### config.mk
export PLATFORM = sky130hd
export DESIGN_NAME = soft_mute_ramp
export DESIGN_NICKNAME = d
export VERILOG_FILES = /design/src/rtl/soft_mute_ramp.sv
export SDC_FILE = /design/constraint.sdc
export NUM_CORES = 1
export LEC_CHECK = 0
export BUFFER_PORTS_ARGS = -buffer_cell sky130_fd_sc_hd__buf_2
export CAP_MARGIN = 5
export CORE_MARGIN = 2
export CORE_UTILIZATION = 42
export CTS_CLUSTER_DIAMETER = 200
export DETAILED_ROUTE_END_ITERATION = 8
export HOLD_SLACK_MARGIN = 0.06
export PLACE_DENSITY = 0.64
export SLEW_MARGIN = 20
export SYNTH_ARGS = -nofsm -noshare
export SYNTH_HDL_FRONTEND = slang
export SYNTH_SLANG_ARGS = --single-unit
export TNS_END_PERCENT = 5
### constraint.sdc
create_clock -name clk -period 27 [get_ports clk]
set_input_delay 5.4 -clock clk [delete_from_list [all_inputs] [get_ports clk]]
set_output_delay 5.4 -clock clk [all_outputs]
set_load 0.03 [all_outputs]
### src/rtl/soft_mute_ramp.sv
module soft_mute_ramp #(
  parameter int DW      = 16,
  parameter int STEPS   = 150,
  parameter int HOLD_US = 200
) (
  input  logic                 clk,
  input  logic                 rst_n,
  input  logic                 smp_stb,
  input  logic signed [DW-1:0] smp_in,
  input  logic                 mute_n,
  input  logic                 clk_err,
  input  logic                 us_tick,
  output logic signed [DW-1:0] smp_out,
  output logic                 hard_mute
);
  localparam int GW = $clog2(STEPS + 1);
  localparam int TW = $clog2(HOLD_US + 1);
  localparam int PW = DW + GW + 1;

  logic [GW-1:0]        gain, gain_nxt;
  logic [TW-1:0]        tmr;
  logic signed [DW-1:0] held, out_q, src, scaled;
  logic signed [PW-1:0] prod;
  logic                 mute_req;

  assign mute_req = !mute_n || clk_err;
  assign src      = clk_err ? held : smp_in;

  always_comb begin
    gain_nxt = gain;
    if (mute_req && gain != '0)
      gain_nxt = gain - GW'(1);
    else if (!mute_req && gain != GW'(STEPS))
      gain_nxt = gain + GW'(1);
  end

  assign prod    = PW'(src) * $signed({1'b0, gain_nxt});
  assign scaled  = DW'(prod / $signed(PW'(STEPS)));
  assign smp_out = hard_mute ? '0 : out_q;

  always_ff @(posedge clk or negedge rst_n) begin
    if (!rst_n) begin
      gain      <= GW'(STEPS);
      out_q     <= '0;
      held      <= '0;
      tmr       <= '0;
      hard_mute <= 1'b0;
    end else begin
      if (smp_stb) begin
        gain  <= gain_nxt;
        out_q <= scaled;
        if (!clk_err) held <= smp_in;
      end
      if (!mute_req) begin
        hard_mute <= 1'b0;
        tmr       <= '0;
      end else if (gain == '0 && !hard_mute && us_tick) begin
        if (tmr == TW'(HOLD_US - 1)) begin
          hard_mute <= 1'b1;
          tmr       <= '0;
        end else begin
          tmr <= tmr + TW'(1);
        end
      end
    end
  end
endmodule

==> results of run 1 <==
==> repair_timing <==
action                                  CTS  global route
buffers inserted                          0            15
endpoints found under the setup margin    0            16
resized for setup                         0            72
==> worst reg2reg max path: cells and delay by family (launching register included) <==
kind	cells	cell delay, ns
buffers and inverters	9	1.45
XOR/XNOR	3	0.50
AO/OA/AOI/OAI	38	9.97
AND/OR/NAND/NOR	20	6.00
adder cells (fa/ha/maj)	6	2.60
flip-flops	1	0.51
multiplexers	2	0.71
==> worst paths after layout <==
| check | from | end | slack, ns | depth (start not counted) |
|---|---|---|---|---|
| setup / recovery | mute_n | out_q[12]$_DFFE_PN0P_ | 1.10 | 77 |
| hold / removal | out_q[2]$_DFFE_PN0P_ | out_q[2]$_DFFE_PN0P_ | 0.51 | 1 |
| setup reg to reg | gain[3]$_DFFE_PN0P_ | out_q[12]$_DFFE_PN0P_ | 5.14 | 78 |
| hold reg to reg | out_q[2]$_DFFE_PN0P_ | out_q[2]$_DFFE_PN0P_ | 0.51 | 1 |
| max in group asynchronous | rst_n | gain[0]$_DFFE_PN0P_ | 21.32 | 2 |
| min in group asynchronous | rst_n | held[14]$_DFFE_PN0P_ | 5.21 | 2 |
==> kinds of logic after synthesis <==
group / count (synthesis) / share of synthesized area
buf+inv: 238 / 0.06286
fa+ha+maj: 162 / 0.1813
flops: 49 / 0.08012
compound gates: 588 / 0.2939
xor+xnor: 131 / 0.08086
simple gates: 727 / 0.2374
mux: 89 / 0.06359
==> state kept, by name, indices dropped and copies added, names as in the netlist <==
register and cells:
held 16, out_q 16, hard_mute 1, tmr 8, gain 8
==> cell usage after synthesis (all sizes together) (53+ instances only) <==
| master | instances |
|---|---|
| inv | 160 |
| nor3 | 58 |
| nand2 | 179 |
| ha | 57 |
| nand3 | 53 |
| a21oi | 121 |
| clkbuf | 54 |
| nor2 | 219 |
| xnor2 | 91 |
| fa | 102 |
| o21ai | 104 |
==> metal layers <==
layer | global-route usage | vias to the layer above | part of all wire
li1 | - | 7339 | -
met1 | 0.3125 | 7433 | 0.46
met2 | 0.3911 | 444 | 0.47
met3 | 0.02297 | 69 | 0.048
met4 | 0.05626 | 2 | 0.021
met5 | 0 | - | 0.00027
==> layout by cell type, fill, tap and decap left out, drive strengths merged, types with 31 or more instances in the layout <==
| cell type | synthesis | routed |
|---|---|---|
| nor2 | 219 | 219 |
| nand2 | 179 | 179 |
| inv | 160 | 162 |
| a21oi | 121 | 121 |
| o21ai | 104 | 104 |
| fa | 102 | 102 |
| buf | 24 | 102 |
| xnor2 | 91 | 91 |
| nor3 | 58 | 58 |
| ha | 57 | 57 |
| nand3 | 53 | 53 |
| dfrtp | 45 | 45 |
| mux2i | 45 | 45 |
| mux2 | 43 | 43 |
| xor2 | 38 | 38 |
| o211ai | 31 | 31 |
==> final cells by class <==
type                    instances  area share
repair buffers                102     0.03988
flip-flops and latches         49     0.07321
clock buffers                   5    0.007440
inverters                     160     0.03571
multi-input cells            1697      0.8072
clock inverters                 3    0.001711
well taps                     468     0.03482
==> metrics by stage <==
| stage | utilization | setup WS (ns) | instances | instance area [um^2] |
|---|---|---|---|---|
| floorplan | - | 2.569 | 1984 | 15370 |
| CTS | 0.4484 | 0.2703 | 2469 | 16300 |
| detailed placement | 0.4442 | 0.09402 | 2461 | 16140 |
| global route | 0.4627 | -0.1162 | 2484 | 16820 |
| finish | 0.4627 | 1.102 | 2484 | 16820 |
| global placement | 0.4442 | 0.4794 | 2461 | 16140 |
==> flow_summary.toml, run 1 <==
[critical_path]
required_ns = 27.21
start_kind = "input pin"
critPathCaptureType = "flop"
max_stage_delay_ns = 0.58
critPathMaxFanout = 13
crit_buf_inv = 10
timing.critical_path.mode_cell = "buf_4"
cpMaxStageDelayCell = "or4b_4"
worstSetupPathType = "in2reg"
crit_family = "compound AO/OA/AOI/OAI gates"
worstPathArrival_ns = 26.11

[floorplan]
ios = 39
rows = 70
coreArea_um2 = 36350
die_w_um = 195.3
die_h_um = 195.3
die_area_um2 = 38130
start_util = 0.4228

[yosys]
synth_cell_types = 138
async_flop_share = 1.000
syn-cell-area_um2 = 15370
yosys_warnings = 0
syn_inst = 1984
yosysTopAreaCellShare = 0.1329
yosysSeqAreaShare = 0.08012
avgSynthCellArea_um2 = 7.745
synth-edff-count = 0
syn_nets = 2165
synthFlopType = "dfrtp_1"
synth_area_leaders = "fa_1 13%, dfrtp_1 7.3%, nor2_1 5.1%, xnor2_1 4.9%, ha_1 4.6%"
yosys_register_bits = 49
yosys.area.top_type = "fa_1"

[cts]
hold_buffers = 0
htree_num_levels = 2
cts_root_buffer = "clkbuf_16"
cts_tree = "built"
numCtsBuffers = 5
clock_sinks = 49
max-clock-path-buffers = 2
path_clk_slew_ns = 0.09
clk_latency_ns = 0.31

[run]
maxCapViolCount = 0

[sta]
worst_pin_slew_ns = 0.9045
final_max_slew_viol_count = 0
setup_viol = 0
slew_headroom = 0.3894
finClkSkew_ns = 0.01065
max_freq_mhz = 38.61
period_share = 0.9592
finalSetupTns_ns = 0
whs_ns = 0.5059
timing.final.hold_violations = 0
period_needed_ns = 25.90

[cells_and_area]
drive_gt1_frac = 0.1607
diodes = 0
seqCellArea_um2 = 1231
areaGrowthSynthToFinish_pct = 9.437
fillCellCount = 3549
multi_input_area_um2 = 13570
layout.nets = 2196

[detailed_routing]
drtIter0Drc = 1260
drt_first_pass_iters = 5
wl_per_cell_um = 17.73
finalWirelength_um = 44040
postRouteAntennaNets = 0
vias = 15290
drc = 0
vias_per_cell = 6.154

[place]
portBuffers = 38
place_congestion = 0.9508
hpwlAfterDp_um = 34870

[global_route]
grt_max_degree = 57
grt_pass1_wl_um = 74440
grt_usage = 0.2296
grt-ovfl-total = 0
grt_pass1_vias = 14930
antenna_found_initial = 1

[outcome]
status = "completed"

[worst_hold_path]
hold_path.class = "reg2reg"
Power of run 1 is left out: the tool's default activity adds up to more than one toggle a clock period on the data nets, which glitch-free logic cannot reach.
==> run 2: changes to the inputs <==
--- a/config.mk
+++ b/config.mk
@@ -17,4 +17,3 @@
 export SYNTH_ARGS = -nofsm -noshare
 export SYNTH_HDL_FRONTEND = slang
 export SYNTH_SLANG_ARGS = --single-unit
-export TNS_END_PERCENT = 5
==> constraint.sdc (replaced) <==
create_clock -name clk -period 28.8 [get_ports clk]
set_input_delay 5.76 -clock clk [delete_from_list [all_inputs] [get_ports clk]]
set_output_delay 5.76 -clock clk [all_outputs]
set_load 0.03 [all_outputs]
==> run 2 against run 1 <==
  * Via count down 0.86%
  * Global-route usage down 0.55 points
  * Critical path type unchanged
  * Worst setup slack better by 0.16 ns
  * Flip-flop and latch count unchanged
  * First-iteration DRC count down 2.0%
  * Critical path depth down 3
==> flow_summary.toml, run 2 (synthesized netlist as in run 1, its figures left out) <==
[critical_path]
worstPathArrival_ns = 27.74
worstSetupPathType = "in2reg"
start_kind = "input pin"
max_stage_delay_ns = 0.69
reg2reg_slack_ns = 5.72
critPathMaxFanout = 17
critPathCaptureType = "flop"
timing.critical_path.mode_cell = "xnor2_1"
required_ns = 29.00
cpMaxStageDelayCell = "or4_1"

[global_route]
antenna_found_initial = 1
grt_max_degree = 55
grt_pass1_vias = 14600
grt_pass1_wl_um = 72240
grt_usage = 0.2241
grt-ovfl-total = 0

[cells_and_area]
drive_gt1_frac = 0.1307
layout_common_cells = "210 x nor2_1, 178 x nand2_1, 160 x inv_1"
areaGrowthSynthToFinish_pct = 6.009
top_regs = "held (16), out_q (16)"
layout.nets = 2161
diodes = 0
final_common_cell = "nor2_1"

[sta]
max_freq_mhz = 36.32
timing.final.hold_violations = 0
slew_headroom = 0.2947
setup_viol = 0
worst_pin_slew_ns = 1.054
period_share = 0.9561
final_max_slew_viol_count = 0
period_needed_ns = 27.54
finClkSkew_ns = 0.01134
setup_ws_ns = 1.263

[cts]
cts_tree = "built"
path_clk_slew_ns = 0.08
clk_latency_ns = 0.31
htree_num_levels = 2
clock_sinks = 49
max-clock-path-buffers = 2
numCtsBuffers = 5
cts_root_buffer = "clkbuf_16"

[outcome]
status = "completed"

[worst_hold_path]
hold_path.class = "reg2reg"

[place]
dp_slack_ns = 0.2511
portBuffers = 38
place_congestion = 0.9244
hpwlAfterDp_um = 34130

[floorplan]
coreArea_um2 = 36350
start_util = 0.4228
ios = 39
die_h_um = 195.3
die_w_um = 195.3
rows = 70
die_area_um2 = 38130

[detailed_routing]
drtIter0Drc = 1235
drt_first_pass_iters = 5
drc = 0
vias = 15160
finalWirelength_um = 42910
postRouteAntennaNets = 0
vias_per_cell = 6.188
wl_per_cell_um = 17.52

[run]
maxCapViolCount = 0
-- run 2: critical path: cells and delay by family --
family                     cells  cell delay [ns]
buffers and inverters          5             0.44
AOI/OAI and AO/OA             32             9.58
muxes                          4             1.09
adders and majority gates      6             2.63
xor gates and xnor gates       7             1.92
and+or+nand+nor               20             6.31
-- run 2: cell type report --
| type | instances | area (um^2) |
|---|---|---|
| Fill cell | 3637 | 20060 |
| Tap cell | 468 | 585.6 |
| Timing Repair Buffer | 67 | 407.9 |
| Inverter | 160 | 600.6 |
| Multi-Input combinational cell | 1697 | 13310 |
| Sequential cell | 49 | 1231 |
| Clock buffer | 6 | 138.9 |
| Clock inverter | 2 | 17.52 |
-- run 2: path summary, 6_finish.rpt --
path,from,to,cells after the start
max in group asynchronous,rst_n,out_q[6]$_DFFE_PN0P_,2
worst max register to register,gain[3]$_DFFE_PN0P_,out_q[10]$_DFFE_PN0P_,74
worst min-delay path,out_q[1]$_DFFE_PN0P_,out_q[1]$_DFFE_PN0P_,1
worst max-delay path,mute_n,out_q[10]$_DFFE_PN0P_,74
min in group asynchronous,rst_n,held[11]$_DFFE_PN0P_,2
worst min register to register,out_q[1]$_DFFE_PN0P_,out_q[1]$_DFFE_PN0P_,1
-- run 2: layer usage --
layer | share of wire | GRT usage | vias to the layer above
met3 | 0.045 | 0.01468 | 70
met4 | 0.020 | 0.05033 | 2
met5 | 0.00030 | 0 | -
met1 | 0.46 | 0.3055 | 7325
li1 | - | - | 7265
met2 | 0.48 | 0.3893 | 493
-- run 2: stage by stage --
step / util / hold slack (ns) / area (um^2) / instances / setup TNS, ns
2_1_floorplan: - / 0.4727 / 15370 / 1984 / 0
3_3_place_gp: 0.4392 / 0.4833 / 15960 / 2437 / 0
3_5_place_dp: 0.4394 / 0.4886 / 15970 / 2437 / 0
4_1_cts: 0.4437 / 0.5053 / 16130 / 2445 / 0
5_1_grt: 0.4482 / 0.5294 / 16290 / 2449 / -0.1600
6_report: 0.4482 / 0.5015 / 16290 / 2449 / 0
-- run 2: what timing repair did --
item                       4_1_cts  5_1_grt
setup endpoints to repair        0       16
resized for setup                0       23
hold buffers                     0        0
buffers inserted                 0        4
Power of run 2 is left out for the same reason.
